`config.mk`:
```
export PLATFORM = sky130hd
export DESIGN_NAME = sync_pulse_seq
export DESIGN_NICKNAME = d
export VERILOG_FILES = /design/src/rtl/sync_seq_pkg.sv /design/src/rtl/adc_fall_det.sv /design/src/rtl/phase_timer.sv /design/src/rtl/seq_fsm.sv /design/src/rtl/sync_pulse_seq.sv
export SDC_FILE = /design/constraint.sdc
export NUM_CORES = 1
export LEC_CHECK = 0
export BUFFER_PORTS_ARGS = -buffer_cell sky130_fd_sc_hd__buf_2
export CORE_UTILIZATION = 45
export CTS_CLUSTER_DIAMETER = 50
export CTS_CLUSTER_SIZE = 16
export DETAILED_ROUTE_END_ITERATION = 8
export GPL_ROUTABILITY_DRIVEN = 0
export GPL_TIMING_DRIVEN = 0
export SYNTH_ARGS = -nofsm -noshare
export SYNTH_HDL_FRONTEND = slang
export SYNTH_HIERARCHICAL = 1
export SYNTH_SLANG_ARGS = --single-unit
export TNS_END_PERCENT = 50
```
`constraint.sdc`:
```
create_clock -name clk_i -period 5.2 [get_ports clk_i]
set_input_delay 0.52 -clock clk_i [delete_from_list [all_inputs] [get_ports clk_i]]
set_output_delay 0.52 -clock clk_i [all_outputs]
set_load 0.01 [all_outputs]
```
`src/rtl/sync_seq_pkg.sv`:
```
package sync_seq_pkg;

  typedef enum logic [3:0] {
    S_IDLE, S_DDS, S_ADCRST, S_ACQ, S_TRGA, S_TRGB,
    S_GAP, S_WAIT_A, S_PEND_A, S_WAIT_B, S_PEND_B, S_DONE
  } seq_state_e;

  localparam logic [2:0] PH_IDLE = 3'd0;
  localparam logic [2:0] PH_DDS  = 3'd1;
  localparam logic [2:0] PH_RST  = 3'd2;
  localparam logic [2:0] PH_ACQ  = 3'd3;
  localparam logic [2:0] PH_TRGA = 3'd4;
  localparam logic [2:0] PH_TRGB = 3'd5;
  localparam logic [2:0] PH_WAIT = 3'd6;
  localparam logic [2:0] PH_DONE = 3'd7;

  function automatic logic [2:0] phase_code(seq_state_e s);
    case (s)
      S_IDLE:   return PH_IDLE;
      S_DDS:    return PH_DDS;
      S_ADCRST: return PH_RST;
      S_ACQ:    return PH_ACQ;
      S_TRGA:   return PH_TRGA;
      S_TRGB:   return PH_TRGB;
      S_DONE:   return PH_DONE;
      default:  return PH_WAIT;
    endcase
  endfunction

endpackage

```
`src/rtl/adc_fall_det.sv`:
```
module adc_fall_det #(
  parameter int SYNC_STAGES = 2
) (
  input  logic clk_i,
  input  logic rst_ni,
  input  logic adc_clk_i,
  output logic fall_o
);
  localparam int N = SYNC_STAGES + 1;

  logic [N-1:0] q;

  always_ff @(posedge clk_i or negedge rst_ni) begin
    if (!rst_ni) q <= '0;
    else         q <= {q[N-2:0], adc_clk_i};
  end

  assign fall_o = q[N-1] & ~q[N-2];
endmodule

```
`src/rtl/phase_timer.sv`:
```
module phase_timer #(
  parameter int CW = 8
) (
  input  logic          clk_i,
  input  logic          rst_ni,
  input  logic          load_i,
  input  logic [CW-1:0] load_val_i,
  input  logic          tick_i,
  output logic          expire_o
);
  logic [CW-1:0] cnt_q;

  always_ff @(posedge clk_i or negedge rst_ni) begin
    if (!rst_ni)                       cnt_q <= '0;
    else if (load_i)                   cnt_q <= load_val_i;
    else if (tick_i && cnt_q != '0)    cnt_q <= cnt_q - 1'b1;
  end

  assign expire_o = tick_i && (cnt_q == CW'(1));
endmodule

```
`src/rtl/seq_fsm.sv`:
```
module seq_fsm
  import sync_seq_pkg::*;
#(
  parameter int P1_CYC   = 40,
  parameter int P2_LEN   = 11468800,
  parameter int ACQ_LEN  = 5,
  parameter int TRIG_LEN = 2,
  parameter int CW       = 24
) (
  input  logic          clk_i,
  input  logic          rst_ni,
  input  logic          run_i,
  input  logic          sync_need_i,
  input  logic          start_sel_i,
  input  logic          stop_sel_i,
  input  logic          start_ev_i,
  input  logic          stop_ev_i,
  input  logic          adc_fall_i,
  input  logic          expire_i,
  output seq_state_e    state_o,
  output logic          load_o,
  output logic [CW-1:0] load_val_o,
  output logic          tick_o
);
  seq_state_e state_q, state_d, next_q, next_d;

  always_ff @(posedge clk_i or negedge rst_ni) begin
    if (!rst_ni) begin
      state_q <= S_IDLE;
      next_q  <= S_IDLE;
    end else begin
      state_q <= state_d;
      next_q  <= next_d;
    end
  end

  // DDS pulse counts system clocks, everything else counts ADC falls
  assign tick_o = (state_q == S_DDS) ? 1'b1 : adc_fall_i;

  always_comb begin
    state_d    = state_q;
    next_d     = next_q;
    load_o     = 1'b0;
    load_val_o = '0;
    if (!run_i) begin
      state_d = S_IDLE;
    end else begin
      case (state_q)
        S_IDLE: begin
          load_o = 1'b1;
          if (sync_need_i) begin
            state_d    = S_DDS;
            load_val_o = CW'(P1_CYC);
          end else begin
            state_d    = S_GAP;
            next_d     = S_ACQ;
            load_val_o = CW'(1);
          end
        end
        S_DDS: if (expire_i) begin
          // two falls guarantee a full ADC period low after an unaligned end
          state_d = S_GAP; next_d = S_ADCRST;
          load_o = 1'b1; load_val_o = CW'(2);
        end
        S_ADCRST: if (expire_i) begin
          state_d = S_GAP; next_d = S_ACQ;
          load_o = 1'b1; load_val_o = CW'(1);
        end
        S_ACQ: if (expire_i) begin
          state_d = S_GAP;
          next_d  = start_sel_i ? S_WAIT_A : (stop_sel_i ? S_WAIT_B : S_DONE);
          load_o = 1'b1; load_val_o = CW'(1);
        end
        S_TRGA: if (expire_i) begin
          state_d = S_GAP;
          next_d  = stop_sel_i ? S_WAIT_B : S_DONE;
          load_o = 1'b1; load_val_o = CW'(1);
        end
        S_TRGB: if (expire_i) state_d = S_DONE;
        S_GAP: if (expire_i) begin
          state_d = next_q;
          if (next_q == S_ADCRST) begin
            load_o = 1'b1; load_val_o = CW'(P2_LEN);
          end else if (next_q == S_ACQ) begin
            load_o = 1'b1; load_val_o = CW'(ACQ_LEN);
          end
        end
        S_WAIT_A: if (start_ev_i) state_d = S_PEND_A;
        S_PEND_A: if (adc_fall_i) begin
          state_d = S_TRGA; load_o = 1'b1; load_val_o = CW'(TRIG_LEN);
        end
        S_WAIT_B: if (stop_ev_i) state_d = S_PEND_B;
        S_PEND_B: if (adc_fall_i) begin
          state_d = S_TRGB; load_o = 1'b1; load_val_o = CW'(TRIG_LEN);
        end
        default: state_d = state_q;
      endcase
    end
  end

  assign state_o = state_q;
endmodule

```
`src/rtl/sync_pulse_seq.sv`:
```
module sync_pulse_seq
  import sync_seq_pkg::*;
#(
  parameter int P1_CYC      = 40,
  parameter int P2_LEN      = 11468800,
  parameter int ACQ_LEN     = 5,
  parameter int TRIG_LEN    = 2,
  parameter int SYNC_STAGES = 2
) (
  input  logic       clk_i,
  input  logic       rst_ni,
  input  logic       adc_clk_i,
  input  logic       master_i,
  input  logic       arm_i,
  input  logic       sync_need_i,
  input  logic       start_sel_i,
  input  logic       stop_sel_i,
  input  logic       start_ev_i,
  input  logic       stop_ev_i,
  output logic       sync_o,
  output logic       busy_o,
  output logic [2:0] phase_o
);
  localparam int MAX_A = (P1_CYC > P2_LEN) ? P1_CYC : P2_LEN;
  localparam int MAX_B = (ACQ_LEN > TRIG_LEN) ? ACQ_LEN : TRIG_LEN;
  localparam int MAX_V = ((MAX_A > MAX_B) ? MAX_A : MAX_B) + 2;
  localparam int CW    = $clog2(MAX_V + 1);

  logic          adc_fall;
  logic          load, tick, expire;
  logic [CW-1:0] load_val;
  seq_state_e    state;

  adc_fall_det #(.SYNC_STAGES(SYNC_STAGES)) u_fall (
    .clk_i     (clk_i),
    .rst_ni    (rst_ni),
    .adc_clk_i (adc_clk_i),
    .fall_o    (adc_fall)
  );

  phase_timer #(.CW(CW)) u_timer (
    .clk_i      (clk_i),
    .rst_ni     (rst_ni),
    .load_i     (load),
    .load_val_i (load_val),
    .tick_i     (tick),
    .expire_o   (expire)
  );

  seq_fsm #(
    .P1_CYC(P1_CYC), .P2_LEN(P2_LEN), .ACQ_LEN(ACQ_LEN),
    .TRIG_LEN(TRIG_LEN), .CW(CW)
  ) u_fsm (
    .clk_i       (clk_i),
    .rst_ni      (rst_ni),
    .run_i       (arm_i & master_i),
    .sync_need_i (sync_need_i),
    .start_sel_i (start_sel_i),
    .stop_sel_i  (stop_sel_i),
    .start_ev_i  (start_ev_i),
    .stop_ev_i   (stop_ev_i),
    .adc_fall_i  (adc_fall),
    .expire_i    (expire),
    .state_o     (state),
    .load_o      (load),
    .load_val_o  (load_val),
    .tick_o      (tick)
  );

  always_comb begin
    case (state)
      S_DDS, S_ADCRST, S_ACQ, S_TRGA, S_TRGB: sync_o = 1'b1;
      default:                                sync_o = 1'b0;
    endcase
  end

  assign busy_o  = (state != S_IDLE) && (state != S_DONE);
  assign phase_o = phase_code(state);
endmodule

```
==> flow_summary_export.csv <==
group,metric,value,unit
route,wire_per_inst,15.1,um
status,status,"finished clean",
timing,fin_tns_setup,0,ns
place,dp_hpwl,4270,um
clock_tree,cts_sinks,35,
critical_path,worstPathArrival,4.60,ns
critical_path,required,5.37,ns
critical_path,path_max_fanout,10,
timing,tightestPinTransition,0.863,ns
timing,drv_slew,0,
critical_path,critPathMaxStageDelay,0.76,ns
critical_path,cp_num_buf_inv,5,
clock_tree,cts_setup_buffers,0,
timing,min_period_over_period,0.852,
route,via_per_inst,5.57,
critical_path,startpoint,"u_timer/cnt_q[4]",
floorplan,die_area,6200,um2
clock_tree,clock_latency,0.29,ns
clock_tree,cts_resized,0,
floorplan,die_w,78.7,um
final_layout,drive_gt1_frac,0.220,
timing,finalClockSkew,0.00836,ns
synth,synth.avg_cell_area,9.04,um2
final_layout,layout_commonest_cell,"dfrtp_1",
clock_tree,numCtsBuffers,5,
global_route,antenna_found_initial,0,
timing,max-slew-margin-rel,0.419,
final_layout,mostFrequentLayoutCells,"35 x dfrtp_1, 26 x nand2_1, 22 x o21ai_0, 21 x buf_4, 16 x buf_2",
global_route,track_usage,0.220,
floorplan,rows,27,
floorplan,start_util,0.473,
critical_path,critPathKind,"register to register",
critical_path,crit_slowest_cell,"nor4_1",
worst_hold_path,hp-class,"input pin to async pin",
pwr,p_sw_frac,0.346,
pwr,p_clk_frac,0.280,
route,drc,0,
pwr,pwr-share-comb,0.326,
pwr,seq_power_share,0.394,
global_route,grt_max_degree,36,
global_route,grt_pass1_wl,10500,um
clock_tree,cts_buffer_depth,2,
global_route,grt-ovfl-total,0,
place,numPortBuffers,14,
synth,synth-main-ff-cell,"dfrtp_1",
clock_tree,h-tree-depth,2,
clock_tree,root_buffer,"clkbuf_8",
route,drtIter0Drc,203,
synth,synth_edf_count,0,
floorplan,die_h,78.7,um
synth,synthDistinctLibCells,69,
route,dr.pass1.iters,4,
floorplan,design.portCount,15,
timing,rsz0062_at_grt,"no",
critical_path,cp.depth,12,
critical_path,cp_top_family,"simple AND/OR/NAND/NOR gates",
clock_tree,clk_pin_slew,0.08,ns
synth,synthCells,293,
final_layout,fin_nets,339,
synth,ys_ff_latch,35,
final_layout,fin_area,2990,um2
critical_path,crit_path_start_kind,"register",
synth,async_flop_share,1.00,
pwr,internal_power,0.685,mW
timing,holdWs,0.326,ns
critical_path,reg2reg_from,"u_timer/cnt_q[4]",
critical_path,crit_chain,"or4_1, buf_2, nand4bb_4, buf_2, nor4_1, nand4bb_1, nor3_1, o31a_1, clkbuf_1, inv_1, clkbuf_1, mux2_2",
route,vias,2222,
timing,hold_violations,0,
final_layout,area_growth_syn_to_layout,12.7,%
clock_tree,hold_buffers,0,
run,maxCapViolations,0,
pwr,leakagePower,1.23,nW
timing,min_period,4.43,ns
synth,ys_seq_area_frac,0.331,
pwr,peakVddDrop,227,uV
place,dpl_worst_slack,0.814,ns
route,ant_nets,0,
timing,fmax,0.226,GHz
route,finalWirelength,6030,um
critical_path,crit_path_end_kind,"register",
place,placed_cell_area,2860,um2
final_layout,antenna_cells,0,
timing,setup_viol,0,
global_route,grt_pass1_vias,2092,
critical_path,rrSetupSlack,0.77,ns
pwr,powerDensity,350,nW/um2
synth,syn-cell-area,2650,um2
timing,finalWorstSetupSlack,0.769,ns
critical_path,ff2ff_path_depth,12,
clock_tree,tritoncts,"done",
synth,synth.yosys.warnings,6,
pwr,p_switching,0.362,mW
floorplan,core,5610,um2
[power by group through the flow]
| stage | combinational [mW] | sequential, mW | clock (mW) |
|---|---|---|---|
| after CTS | 0.341 | 0.411 | 0.301 |
| after global placement | 0.333 | 0.414 | 0 |
| after detailed placement | 0.339 | 0.416 | 0 |
| after floorplan | 0.266 | 0.398 | 0 |
| after global routing | 0.384 | 0.425 | 0.311 |
| final | 0.342 | 0.412 | 0.293 |
[Yosys cell counts (2+ instances only)]
cell      instances  share of area
a32oi_1           2         0.0066
o21ai_1           2         0.0038
o31a_1            4          0.013
inv_1             8          0.011
a211o_1           2         0.0066
o211ai_1          5          0.014
dfrtp_1          35           0.33
buf_2             2         0.0038
o21ai_0          22          0.042
ha_1              3          0.014
or4_1             3         0.0085
nand4_1           4         0.0094
clkbuf_1         10          0.014
nor3_1            9          0.017
or2_1             2         0.0047
and2_1            3         0.0071
xnor2_1           7          0.023
a21oi_1           5         0.0094
nor4_1            6          0.014
mux2_2            8          0.034
nor4b_1           3         0.0099
nor2b_1           4         0.0094
nor3b_1           3         0.0085
mux2i_1           6          0.023
nor2_1           14          0.020
a21o_1            2         0.0057
and3_1            3         0.0071
o311ai_0          2         0.0066
nand2_1          26          0.037
buf_4            21          0.059
or3b_2            3         0.0099
nand3b_1          3         0.0085
xor2_1           10          0.033
nand2b_1          5          0.012
or2_2             3         0.0071
nor4_2            2         0.0094
nand3_1           6          0.011
nand4b_1          4          0.013
[final cells by class]
class | count | area [um2]
flip-flops and latches | 35 | 876
multi-input cells | 229 | 1580
inverters | 8 | 30.0
clock buffers | 6 | 72.6
clock inverters | 2 | 60.1
well taps | 72 | 90.1
fillers | 549 | 2620
repair buffers | 14 | 70.1
plain buffers | 33 | 205
[logic make-up (layout without fill, tap and decap cells)]
family	count (synthesis)	count (layout)	synth area share
mux	15	15	0.0623
xor+xnor	17	17	0.0562
fa+ha+maj	3	3	0.0142
buf+inv	41	63	0.0888
compound gates	60	60	0.155
flops	35	35	0.331
simple gates	121	121	0.291
other cells	1	13	0.00142
[path summary, 6_finish.rpt]
path / end
max in group asynchronous: u_timer/cnt_q[3]
hold reg to reg: u_fall/q[1]
setup reg to reg: u_timer/cnt_q[20]
hold / removal: u_fsm/state_o[1]
min in group clk_i: u_fall/q[0]
setup / recovery: u_timer/cnt_q[20]
[stage by stage]
stage,total power [mW],util,instances
5_1_grt,1.12,0.533,399
2_1_floorplan,0.664,-,305
3_5_place_dp,0.755,0.509,391
6_report,1.05,0.533,399
4_1_cts,1.05,0.533,399
3_3_place_gp,0.747,0.509,391
[worst register-to-register path, stage by stage (launching register included)]
cell and delay [ns]:
dfrtp_1 0.40, or4_1 0.51, buf_2 0.18, nand4bb_4 0.28
buf_2 0.24, nor4_1 0.76, nand4bb_1 0.17, nor3_1 0.37
o31a_1 0.20, clkbuf_1 0.38, inv_1 0.16, clkbuf_1 0.31
mux2_2 0.35
[flip-flops by register name, indices dropped and copies added, names as in the netlist]
register,count
u_timer/cnt_q,24
u_fsm/next_q,4
u_fsm/state_o,4
u_fall/q,3
[per-layer routing]
layer  part of all wire  track usage  wire length (um)
met3              0.037       0.0345               223
met4             0.0093       0.0667                56
met2               0.43        0.327              2590
met1               0.52        0.327              3170
met5                  0            0                 0
Note: power is estimated with default switching activity, not from simulation.
